--- src/rtl/qpot_pkg.sv ---
package qpot_pkg;

  localparam int BYTE_W = 8;
  localparam logic [3:0] DEV_TYPE = 4'b0101;
  localparam logic [7:0] STATUS_ADDR = 8'h07;

  typedef enum logic [3:0] {
    ST_IDLE, ST_DEV, ST_DEV_ACK, ST_ADR, ST_ADR_ACK,
    ST_DAT, ST_DAT_ACK, ST_WAIT_STOP, ST_IGNORE
  } eng_state_e;

  typedef struct packed {
    logic [BYTE_W-1:0] addr;
    logic [BYTE_W-1:0] data;
  } wr_req_t;

  // Device-select byte accepted: type nibble, strap bits, write direction.
  function automatic logic dev_match(input logic [7:0] b, input logic [2:0] hw);
    return (b[7:4] == DEV_TYPE) && (b[3:1] == hw) && !b[0];
  endfunction

  // Register address names one of npot potentiometers.
  function automatic logic pot_in_range(input logic [7:0] a, input int npot);
    return int'({24'b0, a}) < npot;
  endfunction

endpackage

--- src/rtl/qpot_bus_edge.sv ---
module qpot_bus_edge (
  input  logic clk,
  input  logic rst_n,
  input  logic scl_i,
  input  logic sda_i,
  output logic scl_s,
  output logic sda_s,
  output logic scl_rise,
  output logic scl_fall,
  output logic start_det,
  output logic stop_det
);
  logic [1:0] stg1, stg2, prev;

  always_ff @(posedge clk or negedge rst_n) begin
    if (!rst_n) begin
      stg1 <= 2'b11;
      stg2 <= 2'b11;
      prev <= 2'b11;
    end else begin
      stg1 <= {scl_i, sda_i};
      stg2 <= stg1;
      prev <= stg2;
    end
  end

  always_comb begin
    scl_s     = stg2[1];
    sda_s     = stg2[0];
    scl_rise  = stg2[1] & ~prev[1];
    scl_fall  = ~stg2[1] & prev[1];
    start_det = stg2[1] & prev[1] & prev[0] & ~stg2[0];
    stop_det  = stg2[1] & prev[1] & ~prev[0] & stg2[0];
  end
endmodule

--- src/rtl/qpot_byte_engine.sv ---
module qpot_byte_engine
  import qpot_pkg::*;
(
  input  logic       clk,
  input  logic       rst_n,
  input  logic       scl_rise,
  input  logic       scl_fall,
  input  logic       sda_s,
  input  logic       start_det,
  input  logic       stop_det,
  input  logic       busy_i,
  input  logic [2:0] hw_addr_i,
  output logic       sda_oe_o,
  output logic       dev_hit_o,
  output logic       commit_o,
  output wr_req_t    req_o
);
  eng_state_e state;
  logic [7:0] shreg;
  logic [3:0] bitcnt;
  logic       shifting;
  logic       byte_full;

  always_comb begin
    shifting  = (state == ST_DEV) || (state == ST_ADR) || (state == ST_DAT);
    byte_full = (bitcnt == 4'd8);
  end

  always_ff @(posedge clk or negedge rst_n) begin
    if (!rst_n) begin
      state     <= ST_IDLE;
      shreg     <= '0;
      bitcnt    <= '0;
      sda_oe_o  <= 1'b0;
      dev_hit_o <= 1'b0;
      commit_o  <= 1'b0;
      req_o     <= '0;
    end else begin
      commit_o  <= 1'b0;
      dev_hit_o <= 1'b0;
      if (busy_i) begin
        state    <= ST_IDLE;
        sda_oe_o <= 1'b0;
      end else if (start_det) begin
        state    <= ST_DEV;
        bitcnt   <= '0;
        sda_oe_o <= 1'b0;
      end else if (stop_det) begin
        commit_o <= (state == ST_WAIT_STOP);
        state    <= ST_IDLE;
        sda_oe_o <= 1'b0;
      end else if (shifting) begin
        if (scl_rise && !byte_full) begin
          shreg  <= {shreg[6:0], sda_s};
          bitcnt <= bitcnt + 4'd1;
        end else if (scl_fall && byte_full) begin
          bitcnt <= '0;
          unique case (state)
            ST_DEV: begin
              if (dev_match(shreg, hw_addr_i)) begin
                sda_oe_o  <= 1'b1;
                dev_hit_o <= 1'b1;
                state     <= ST_DEV_ACK;
              end else begin
                state <= ST_IGNORE;
              end
            end
            ST_ADR: begin
              req_o.addr <= shreg;
              sda_oe_o   <= 1'b1;
              state      <= ST_ADR_ACK;
            end
            default: begin
              req_o.data <= shreg;
              sda_oe_o   <= 1'b1;
              state      <= ST_DAT_ACK;
            end
          endcase
        end
      end else if (scl_fall) begin
        unique case (state)
          ST_DEV_ACK: begin sda_oe_o <= 1'b0; state <= ST_ADR; end
          ST_ADR_ACK: begin sda_oe_o <= 1'b0; state <= ST_DAT; end
          ST_DAT_ACK: begin sda_oe_o <= 1'b0; state <= ST_WAIT_STOP; end
          default: ;
        endcase
      end
    end
  end
endmodule

--- src/rtl/qpot_regfile.sv ---
module qpot_regfile
  import qpot_pkg::*;
#(
  parameter int NPOT        = 4,
  parameter int NDR         = 4,
  parameter int BUSY_CYCLES = 300
) (
  input  logic                         clk,
  input  logic                         rst_n,
  input  logic                         commit_i,
  input  wr_req_t                      req_i,
  input  logic                         wp_i,
  output logic [NPOT*BYTE_W-1:0]       wiper_o,
  output logic [NPOT*NDR*BYTE_W-1:0]   dreg_o,
  output logic [BYTE_W-1:0]            status_o,
  output logic                         busy_o,
  output logic                         nv_start_o,
  output logic                         dreg_we_o
);
  localparam int PW = (NPOT > 1) ? $clog2(NPOT) : 1;
  localparam int DW = (NDR > 1) ? $clog2(NDR) : 1;
  localparam int SW = DW + 1;
  localparam int CW = $clog2(BUSY_CYCLES + 1);

  logic [SW-1:0]     status_q;
  logic              hit_status, hit_pot, nv_en;
  logic [PW-1:0]     pot_sel, pend_pot;
  logic [DW-1:0]     dr_sel, pend_dr;
  logic [BYTE_W-1:0] pend_data;
  logic [CW-1:0]     cnt_q;

  always_comb begin
    hit_status = (req_i.addr == STATUS_ADDR);
    hit_pot    = pot_in_range(req_i.addr, NPOT);
    pot_sel    = req_i.addr[PW-1:0];
    nv_en      = status_q[0];
    dr_sel     = status_q[SW-1:1];
    nv_start_o = commit_i & hit_pot & nv_en & wp_i;
    busy_o     = (cnt_q != '0);
    dreg_we_o  = (cnt_q == CW'(1));
    status_o   = BYTE_W'(status_q);
  end

  always_ff @(posedge clk or negedge rst_n) begin
    if (!rst_n) status_q <= '0;
    else if (commit_i && hit_status) status_q <= req_i.data[SW-1:0];
  end

  always_ff @(posedge clk or negedge rst_n) begin
    if (!rst_n) begin
      cnt_q     <= '0;
      pend_pot  <= '0;
      pend_dr   <= '0;
      pend_data <= '0;
    end else if (nv_start_o) begin
      cnt_q     <= CW'(BUSY_CYCLES);
      pend_pot  <= pot_sel;
      pend_dr   <= dr_sel;
      pend_data <= req_i.data;
    end else if (busy_o) begin
      cnt_q <= cnt_q - CW'(1);
    end
  end

  for (genvar p = 0; p < NPOT; p++) begin : g_pot
    logic [BYTE_W-1:0] wiper_q;
    always_ff @(posedge clk or negedge rst_n) begin
      if (!rst_n) wiper_q <= '0;
      else if (commit_i && hit_pot && pot_sel == PW'(p)) wiper_q <= req_i.data;
    end
    assign wiper_o[p*BYTE_W +: BYTE_W] = wiper_q;

    for (genvar d = 0; d < NDR; d++) begin : g_dr
      logic [BYTE_W-1:0] dr_q;
      always_ff @(posedge clk or negedge rst_n) begin
        if (!rst_n) dr_q <= '0;
        else if (dreg_we_o && pend_pot == PW'(p) && pend_dr == DW'(d)) dr_q <= pend_data;
      end
      assign dreg_o[(p*NDR+d)*BYTE_W +: BYTE_W] = dr_q;
    end
  end
endmodule

--- src/rtl/qpot_ctrl.sv ---
module qpot_ctrl
  import qpot_pkg::*;
#(
  parameter int NPOT        = 4,
  parameter int NDR         = 4,
  parameter int BUSY_CYCLES = 300
) (
  input  logic                       clk,
  input  logic                       rst_n,
  input  logic                       scl_i,
  input  logic                       sda_i,
  output logic                       sda_oe_o,
  input  logic [2:0]                 hw_addr_i,
  input  logic                       wp_i,
  output logic [NPOT*BYTE_W-1:0]     wiper_o,
  output logic [NPOT*NDR*BYTE_W-1:0] dreg_o,
  output logic [BYTE_W-1:0]          status_o,
  output logic                       busy_o
);
  logic    scl_s, sda_s, scl_rise, scl_fall, start_det, stop_det;
  logic    dev_hit, commit, nv_start, dreg_we;
  wr_req_t req;

  qpot_bus_edge u_edge (
    .clk(clk), .rst_n(rst_n), .scl_i(scl_i), .sda_i(sda_i),
    .scl_s(scl_s), .sda_s(sda_s), .scl_rise(scl_rise), .scl_fall(scl_fall),
    .start_det(start_det), .stop_det(stop_det)
  );

  qpot_byte_engine u_eng (
    .clk(clk), .rst_n(rst_n), .scl_rise(scl_rise), .scl_fall(scl_fall),
    .sda_s(sda_s), .start_det(start_det), .stop_det(stop_det),
    .busy_i(busy_o), .hw_addr_i(hw_addr_i), .sda_oe_o(sda_oe_o),
    .dev_hit_o(dev_hit), .commit_o(commit), .req_o(req)
  );

  qpot_regfile #(.NPOT(NPOT), .NDR(NDR), .BUSY_CYCLES(BUSY_CYCLES)) u_regs (
    .clk(clk), .rst_n(rst_n), .commit_i(commit), .req_i(req), .wp_i(wp_i),
    .wiper_o(wiper_o), .dreg_o(dreg_o), .status_o(status_o),
    .busy_o(busy_o), .nv_start_o(nv_start), .dreg_we_o(dreg_we)
  );
endmodule

--- config.mk ---
export PLATFORM = sky130hd
export DESIGN_NAME = qpot_ctrl
export DESIGN_NICKNAME = d
export VERILOG_FILES = /design/src/rtl/qpot_pkg.sv /design/src/rtl/qpot_bus_edge.sv /design/src/rtl/qpot_byte_engine.sv /design/src/rtl/qpot_regfile.sv /design/src/rtl/qpot_ctrl.sv
export SDC_FILE = /design/constraint.sdc
export NUM_CORES = 1
export LEC_CHECK = 0
export CAP_MARGIN = 20
export CORE_MARGIN = 2
export CORE_UTILIZATION = 35
export DETAILED_ROUTE_END_ITERATION = 10
export DONT_BUFFER_PORTS = 1
export GPL_ROUTABILITY_DRIVEN = 1
export GPL_TIMING_DRIVEN = 0
export PLACE_DENSITY = 0.56
export SYNTH_ARGS = -nofsm -noshare
export SYNTH_HDL_FRONTEND = slang
export SYNTH_HIERARCHICAL = 1
export SYNTH_SLANG_ARGS = --single-unit
--- constraint.sdc ---
create_clock -name clk -period 3.92 [get_ports clk]
set_input_delay 0.196 -clock clk [delete_from_list [all_inputs] [get_ports clk]]
set_output_delay 0.196 -clock clk [all_outputs]
set_load 0.05 [all_outputs]
==> flow_summary.yaml, run 1 <==
routing:
  antenna_left: 0
  routed_wirelength_mm: 21.41
  num_vias: 5068
  drc_errors: 0
  first_pass_iters: 4
  wire_per_inst_um: 21.76
  drtIter0Drc: 272
  viasPerCell: 5.150
sta:
  tns_ns: 0
  setup_slack_ns: 0.3713
  rsz0062_at_grt: "no"
  max_freq_mhz: 281.8
  period_needed_ns: 3.549
  whs_ns: -0.6306
  finalSetupViolCount: 0
  timing.slew.headroom_pct: 31.61
  finalHoldViolCount: 224
  tightest_slew_ns: 1.026
  maxSlewViolCount: 0
  skew_ns: 0.01182
  fin_crit_sh_pct: 90.53
worst_setup_path:
  path_class: "reg -> reg"
  critPathCaptureType: "flop"
  cp_max_fo: 9
  cp_data_arrival_time_ns: 3.96
  reg2reg_slack_ns: 0.37
  cp.required_ns: 4.33
  crit_start: "u_regs/cnt_q[6]"
  rr_startpoint: "u_regs/cnt_q[6]"
  rr_worst_depth: 8
  startpoint_type: "flop"
  r2r_end: "u_eng/state[3]"
die:
  num_rows: 58
  die-area_um2: 27180
  core-area_um2: 25330
  die_x_um: 164.9
  ios: 178
  die_height_um: 164.9
  start_util_pct: 35.76
power_and_ir_drop:
  ir_drop_uv: 308.1
  leakage_uw: 0.005143
  internal-power_uw: 3724
  netSwitchingPower_uw: 958.8
  seqPwrFrac_pct: 49.5
  pwr-share-clk_pct: 49.9
  p_comb_share_pct: 0.5
  swShare_pct: 20.47
  power_density_nw_per_um2: 452.1
grt:
  grt_max_degree: 225
  first_global_vias: 5340
  grt_use_total_pct: 15.64
  grt_pass1_wl_mm: 32.52
  grt-ovfl-total: 0
  grt_antenna_before_repair: 0
cells_and_area:
  diodes: 0
  layout-drive-gt1-share_pct: 43.88
  nNetsFinal: 647
  utilization_pct: 40.91
  syn_to_final_growth_pct: 14.38
synth:
  syn_area_um2: 9057
  synth_cells: 601
  syn_avg_cell_area_um2: 15.07
  synth_warnings: 6
clock_network:
  cts_tree: "built"
  h-tree-depth: 1
  cts_buffers: 25
  hold_buffers: 3
  insertion_delay_ns: 0.53
  cts.clk_slew.worst_paths_ns: 0.06
  clockBufferDepth: 3
  cts.sinks: 224
  root_buffer: "clkbuf_16"
place:
  io_buffer_count: 0
  dp_hpwl_mm: 14.71
  gp_congestion: 0.7872
  dpl_worst_slack_ns: 0.4226
job:
  maxCapViolations: 0
min_path:
  hp-class: "in -> async"
status:
  violations: "negative hold slack"
  status: "finished, violations left"
sequential cells by signal, indices dropped and copies added, names as in the netlist:
name                    count
u_regs/g_pot.g_dr.dr_q    128
u_regs/g_pot.wiper_q       32
u_eng/req_o                16
u_regs/cnt_q                9
u_eng/shreg                 8
u_regs/pend_data            8
u_eng/bitcnt                4
u_eng/state                 4
u_regs/status_q             3
u_edge/prev                 2
u_edge/stg1                 2
u_edge/stg2                 2
u_regs/pend_dr              2
u_regs/pend_pot             2
u_eng/commit_o              1
u_eng/sda_oe_o              1
what timing repair did:
action,CTS,global route
setup buffers,0,0
hold endpoints to repair,230,224
gates resized for setup,0,0
per-stage QoR:
| stage | area, um2 | power [uW] | cells |
|---|---|---|---|
| floorplan | 9072 | 2382 | 605 |
| global placement | 9485 | 2383 | 935 |
| detailed placement | 9485 | 2383 | 935 |
| CTS | 10360 | 4756 | 984 |
| global route | 10360 | 4853 | 984 |
| finish | 10360 | 4683 | 984 |
metal layers:
layer  part of all wire, %  GRT usage (%)  up-vias
met1                    39          18.23     2636
met4                   2.7          5.138        0
met2                    49          26.93      166
met3                   9.1          5.450       38
met5                     0              0        -
li1                      -              -     2228
cell usage in the layout, fill, tap and decap left out, types with 4 or more instances in the layout:
cell type    n
nand2_1      9
ha_1         4
buf_4        8
nor2_1      16
nand3_2     12
clkbuf_1    22
clkinv_2     6
a21oi_1      9
dfrtp_1    218
and4b_1      5
xor2_1       5
clkbuf_8    10
conb_1       5
nand2b_1     4
or4_1        4
dfstp_2      6
mux2_2     199
a31oi_1      5
nor2b_1      6
clkbuf_16   25
nand4_2      4
inv_1        9
nand3_1      9
worst max-delay path, stage by stage, from the launching register on:
cell      delay [ns]
dfrtp_1         0.43
or4_1           0.60
or4_1           0.49
clkbuf_1        0.45
or3_1           0.50
clkbuf_2        0.17
a31oi_1         0.29
nand2_1         0.16
mux2_4          0.32
power groups by stage:
stage / registers, uW / logic, uW / clock network [uW]
6_report: 2320 / 24.0 / 2340
5_1_grt: 2320 / 25.9 / 2510
4_1_cts: 2320 / 23.9 / 2410
3_5_place_dp: 2360 / 21.2 / 0
3_3_place_gp: 2360 / 20.9 / 0
2_1_floorplan: 2360 / 20.0 / 0
worst max path at each step:
stage	endpoint	cells past startpoint	slack, ns
2_1_floorplan	u_eng/state[3]	8	0.72
3_3_place_gp	u_eng/state[3]	8	0.50
3_5_place_dp	u_eng/state[3]	8	0.42
4_1_cts	u_eng/state[3]	8	0.39
5_1_grt	u_eng/state[3]	8	0.25
6_report	u_eng/state[3]	8	0.37
layout make-up:
class / count / area, um2
buffer: 31 / 175.2
timing repair buffer: 3 / 30.03
clock buffer: 36 / 747.0
multi-input combinational: 340 / 3247
clock inverter: 10 / 97.59
tap: 330 / 412.9
sequential: 224 / 5613
fill: 2327 / 14970
inverter: 10 / 37.54
No activity file was read; power rests on OpenSTA's default activity.
==> inputs of run 2 (changes only) <==
==> constraint.sdc (replaced) <==
create_clock -name clk -period 3.5 [get_ports clk]
set_input_delay 0.175 -clock clk [delete_from_list [all_inputs] [get_ports clk]]
set_output_delay 0.175 -clock clk [all_outputs]
set_load 0.05 [all_outputs]
==> run 2 against run 1 <==
Compared with the run above: the flow still finishes with violations (negative hold slack); critical endpoint unchanged; largest cell class unchanged; sequential power increased by 12%; clock skew about the same; register-to-register slack got worse by 0.25 ns; maximum frequency increased by 5.1%; first-iteration DRC count unchanged; largest power group unchanged.
==> flow_summary.yaml, run 2 (synthesis results as in run 1) <==
routing:
  wl_met3_mm: 1.938
  viasPerCell: 5.151
  drc_errors: 0
  antenna_left: 0
  first_pass_iters: 4
  drtIter0Drc: 272
  wire_per_inst_um: 21.76
  maxUsedRoutingLayer: "met4"
  wl_met1_mm: 8.312
  wl_met2_mm: 10.59
  num_vias: 5069
  routed_wirelength_mm: 21.41
cells_and_area:
  nFillCells: 2326
  syn_to_final_growth_pct: 14.39
  seqCellArea_um2: 5613
  nNetsFinal: 647
  fin_cells: 984
  largest_reg_flops: 128
  layout-drive-gt1-share_pct: 44.04
  layout_commonest_cell: "dfrtp_1"
  multi_input_area_um2: 3247
  regMostFlops: "u_regs/g_pot.g_dr.dr_q"
  largestRegisters: "u_regs/g_pot.g_dr.dr_q x128, u_regs/g_pot.wiper_q x32, u_eng/req_o x16"
  diodes: 0
  most-common-layout-cells: "218 x dfrtp_1, 199 x mux2_2, 25 x clkbuf_16"
power_and_ir_drop:
  leakage_uw: 0.005145
  power_density_nw_per_um2: 506.2
  ir_drop_uv: 345.1
clock_network:
  cts.clk_slew.worst_paths_ns: 0.06
  h-tree-depth: 1
  clockBufferDepth: 3
  cts_tree: "built"
  cts_buffers: 25
  cts.sinks: 224
  post-cts-setup-buffer-count: 0
  hold_buffers: 3
  root_buffer: "clkbuf_16"
  insertion_delay_ns: 0.53
grt:
  grt_max_degree: 225
  grt_antenna_before_repair: 0
  first_global_vias: 5340
  grt-ovfl-total: 0
  grt_use_total_pct: 15.64
  grt_pass1_wl_mm: 32.52
worst_setup_path:
  rr_startpoint: "u_regs/cnt_q[6]"
  slowest_delay_ns: 0.60
  cpLargestDelayFamily: "simple AND/OR/NAND/NOR gates"
  cp.depth: 8
  cp.required_ns: 3.91
  rr_worst_depth: 8
  startpoint_type: "flop"
  crit_buf_inv: 2
  cp_max_fo: 9
  cp_data_arrival_time_ns: 3.79
  cpMaxStageDelayCell: "or4_1"
  cp_cell_sequence: "or4_1, or4_1, clkbuf_2, or3_1, clkbuf_2, a31oi_1, nand2_1, mux2_4"
  path_class: "reg -> reg"
  crit_start: "u_regs/cnt_q[6]"
  critPathCaptureType: "flop"
die:
  ios: 178
  die-area_um2: 27180
  num_rows: 58
  die_x_um: 164.9
  core-area_um2: 25330
  start_util_pct: 35.76
  die_height_um: 164.9
sta:
  whs_ns: -0.6516
  maxSlewViolCount: 0
  period_needed_ns: 3.376
  finalSetupViolCount: 0
  skew_ns: 0.01191
  max_freq_mhz: 296.3
  fin_crit_sh_pct: 96.44
  finalHoldViolCount: 224
  timing.slew.headroom_pct: 49.28
  tns_ns: 0
  rsz0062_at_grt: "no"
  tightest_slew_ns: 0.7608
status:
  status: "finished, violations left"
  violations: "negative hold slack"
job:
  maxCapViolations: 0
place:
  gp_congestion: 0.7872
  io_buffer_count: 0
  dp_hpwl_mm: 14.71
  numPlacedInstances: 935
min_path:
  hp-class: "in -> async"
[run 2: power by group]
| part | switching (uW) | internal (uW) |
|---|---|---|
| Clock | 1050 | 1570 |
| Sequential | 2.24 | 2600 |
| Combinational | 17.6 | 9.38 |
[run 2: repair_timing]
item,4_1_cts,5_1_grt
endpoints found under the hold margin,232,224
endpoints found under the setup margin,1,0
gates resized for setup,1,0
[run 2: final timing paths]
| path | endpoint | slack (ns) |
|---|---|---|
| max | u_eng/state[3] | 0.12 |
| min | u_regs/g_pot[0].g_dr[2].dr_q[1] | -0.65 |
| max reg2reg | u_eng/state[3] | 0.12 |
| min reg2reg | u_edge/stg2[0] | 0.35 |
| max in group asynchronous | u_regs/g_pot[3].g_dr[0].dr_q[1] | 3.59 |
| min in group clk | u_eng/state[1] | 0.11 |
[run 2: cell type report]
cell class,count,share of cell area (%)
clock inverter,10,0.9419
timing repair buffer,3,0.2898
inverter,10,0.3623
sequential,224,54.17
tap,330,3.985
buffer,31,1.703
clock buffer,36,7.209
multi-input combinational,340,31.34
[run 2: metal layers]
layer  vias to the layer above  GRT usage [%]
met5                         -              0
met3                        38          5.450
met1                      2637          18.23
met4                         0          5.138
li1                       2228              -
met2                       166          26.93
[run 2: per-stage QoR]
step                      area [um2]  total power (uW)  utilization (%)  worst slack, ns  hold slack [ns]
final                          10360              5245            40.91           0.1245          -0.6516
after global placement          9485              2669            37.45          0.07579          -0.1129
after floorplan                 9072              2668                -           0.3027          -0.1206
after global routing           10360              5436            40.91          0.01787          -0.6788
after CTS                      10360              5327            40.91           0.1430          -0.6846
after detailed placement        9485              2669            37.45         0.002552          -0.1110
==> inputs of run 3 (changes only) <==
--- a/config.mk
+++ b/config.mk
@@ -11,7 +11,7 @@
 export DETAILED_ROUTE_END_ITERATION = 10
 export DONT_BUFFER_PORTS = 1
 export GPL_ROUTABILITY_DRIVEN = 1
-export GPL_TIMING_DRIVEN = 0
+export MAX_ROUTING_LAYER = met4
 export PLACE_DENSITY = 0.56
 export SYNTH_ARGS = -nofsm -noshare
 export SYNTH_HDL_FRONTEND = slang
==> run 3 against run 2 <==
Compared with the run above: the run still ends with negative hold slack left; maximum frequency is 5.5% higher; critical path depth is 2 lower; non-clock buffer count is 29 lower; worst setup slack better by 0.18 ns; register-to-register slack better by 0.18 ns; sequential share of layout area is 0.58 points higher; cell count is 3.2% lower; utilization is 0.43 points lower; critical endpoint unchanged; largest power group unchanged.
==> flow_summary.yaml, run 3 (synthesis results as in run 1) <==
status:
  status: "finished, violations left"
  violations: "negative hold slack"
clock_network:
  cts-resized-gates: 0
  h-tree-depth: 1
  cts.sinks: 224
  post-cts-setup-buffer-count: 0
  hold_buffers: 3
  insertion_delay_ns: 0.52
  root_buffer: "clkbuf_16"
  clockBufferDepth: 3
  cts.clk_slew.worst_paths_ns: 0.06
  cts_tree: "built"
  cts_buffers: 24
sta:
  timing.slew.headroom_pct: 39.43
  tns_ns: 0
  max_freq_mhz: 312.5
  whs_ns: -0.6335
  fin_crit_sh_pct: 91.42
  skew_ns: 0.01716
  tightest_slew_ns: 0.9086
  finalSetupViolCount: 0
  rsz0062_at_grt: "no"
  maxSlewViolCount: 0
  finalHoldViolCount: 224
  period_needed_ns: 3.200
cells_and_area:
  final_area_um2: 10250
  most-common-layout-cells: "218 x dfrtp_1, 199 x mux2_2, 24 x clkbuf_16"
  layout_commonest_cell: "dfrtp_1"
  nNetsFinal: 617
  largest_reg_flops: 128
  syn_to_final_growth_pct: 13.19
  largestRegisters: "u_regs/g_pot.g_dr.dr_q x128, u_regs/g_pot.wiper_q x32, u_eng/req_o x16"
  layout-drive-gt1-share_pct: 44.46
  fin_cells: 953
  diodes: 0
  regMostFlops: "u_regs/g_pot.g_dr.dr_q"
  nFillCells: 2296
worst_setup_path:
  r2r_end: "u_eng/state[3]"
  path_class: "reg -> reg"
  reg2reg_slack_ns: 0.30
  cp.required_ns: 3.90
  cp_data_arrival_time_ns: 3.60
  cp_max_fo: 9
  rr_worst_depth: 6
  rr_startpoint: "u_regs/cnt_q[6]"
  startpoint_type: "flop"
  cpMaxStageDelayCell: "or4_1"
  slowest_delay_ns: 0.68
  cp_cell_sequence: "or4_1, or4_1, or3_1, a31oi_1, nand2_1, mux2_4"
  critPathCaptureType: "flop"
  critPathMostFrequentCell: "or4_1"
job:
  maxCapViolations: 0
place:
  gp_congestion: 0.7912
  numPlacedInstances: 906
  place_area_um2: 9325
  io_buffer_count: 0
  dp_hpwl_mm: 14.40
routing:
  first_pass_iters: 4
  wire_per_inst_um: 22.24
  wl_met3_mm: 1.926
  antenna_left: 0
  viasPerCell: 5.132
  maxUsedRoutingLayer: "met4"
  wl_met2_mm: 10.77
  wl_met1_mm: 8.201
  drc_errors: 0
  routed_wirelength_mm: 21.19
  drtIter0Drc: 318
  num_vias: 4891
grt:
  first_global_vias: 5163
  grt_antenna_before_repair: 0
  grt-ovfl-total: 0
  grt_pass1_wl_mm: 31.56
  grt_max_degree: 225
  grt_use_total_pct: 15.68
die:
  die_height_um: 164.9
  num_rows: 58
  die-area_um2: 27180
  start_util_pct: 35.76
  die_x_um: 164.9
  core-area_um2: 25330
  ios: 178
min_path:
  hp-class: "in -> async"
power_and_ir_drop:
  ir_drop_uv: 274.0
  p_total_uw: 5410
  leakage_uw: 0.005077
  power_density_nw_per_um2: 527.7
-- run 3: area by class of cell --
class                           count  area, um2  share of cell area, %
Timing Repair Buffer                5      45.04                 0.4393
Clock buffer                       30      673.1                  6.566
Clock inverter                     14      224.0                  2.185
Inverter                           10      37.54                 0.3661
Sequential cell                   224       5613                  54.75
Tap cell                          330      412.9                  4.027
Multi-Input combinational cell    340       3247                  31.67
-- run 3: critical path, delay by kind of cell (launching register included) --
family	cells	cell delay (ns)
and+or+nand+nor	4	1.97
muxes	1	0.32
AOI/OAI and AO/OA	1	0.36
DFF	1	0.43
-- run 3: metrics by stage --
stage / hold WS [ns] / setup WS, ns / util [%]
after floorplan: -0.1206 / 0.3027 / -
after global placement: -0.1138 / 0.4878 / 36.82
after detailed placement: -0.1136 / 0.3479 / 36.82
after CTS: -0.6636 / 0.3289 / 40.48
after global routing: -0.6593 / 0.1726 / 40.48
final: -0.6335 / 0.3004 / 40.48
-- run 3: power breakdown --
part	leakage [uW]	total (uW)	internal (uW)	switching (uW)
registers	0.00308	2600	2600	2.27
logic	0.00156	22.9	5.55	17.3
clock network	0.000439	2790	1740	1040
total	0.00508	5410	4350	1060
-- run 3: worst max-delay path by stage --
stage,end,cells past startpoint,start
2_1_floorplan,u_eng/state[3],8,u_regs/cnt_q[6]
3_3_place_gp,u_eng/state[3],6,u_regs/cnt_q[6]
3_5_place_dp,u_eng/state[3],6,u_regs/cnt_q[6]
4_1_cts,u_eng/state[3],6,u_regs/cnt_q[6]
5_1_grt,u_eng/state[3],6,u_regs/cnt_q[6]
6_report,u_eng/state[3],6,u_regs/cnt_q[6]
-- run 3: routing by layer --
| layer | GRT usage, % | vias to the layer above |
|---|---|---|
| met2 | 27.04 | 163 |
| li1 | - | 2160 |
| met3 | 4.972 | 27 |
| met1 | 17.90 | 2541 |
| met4 | 3.518 | 0 |
| met5 | - | - |
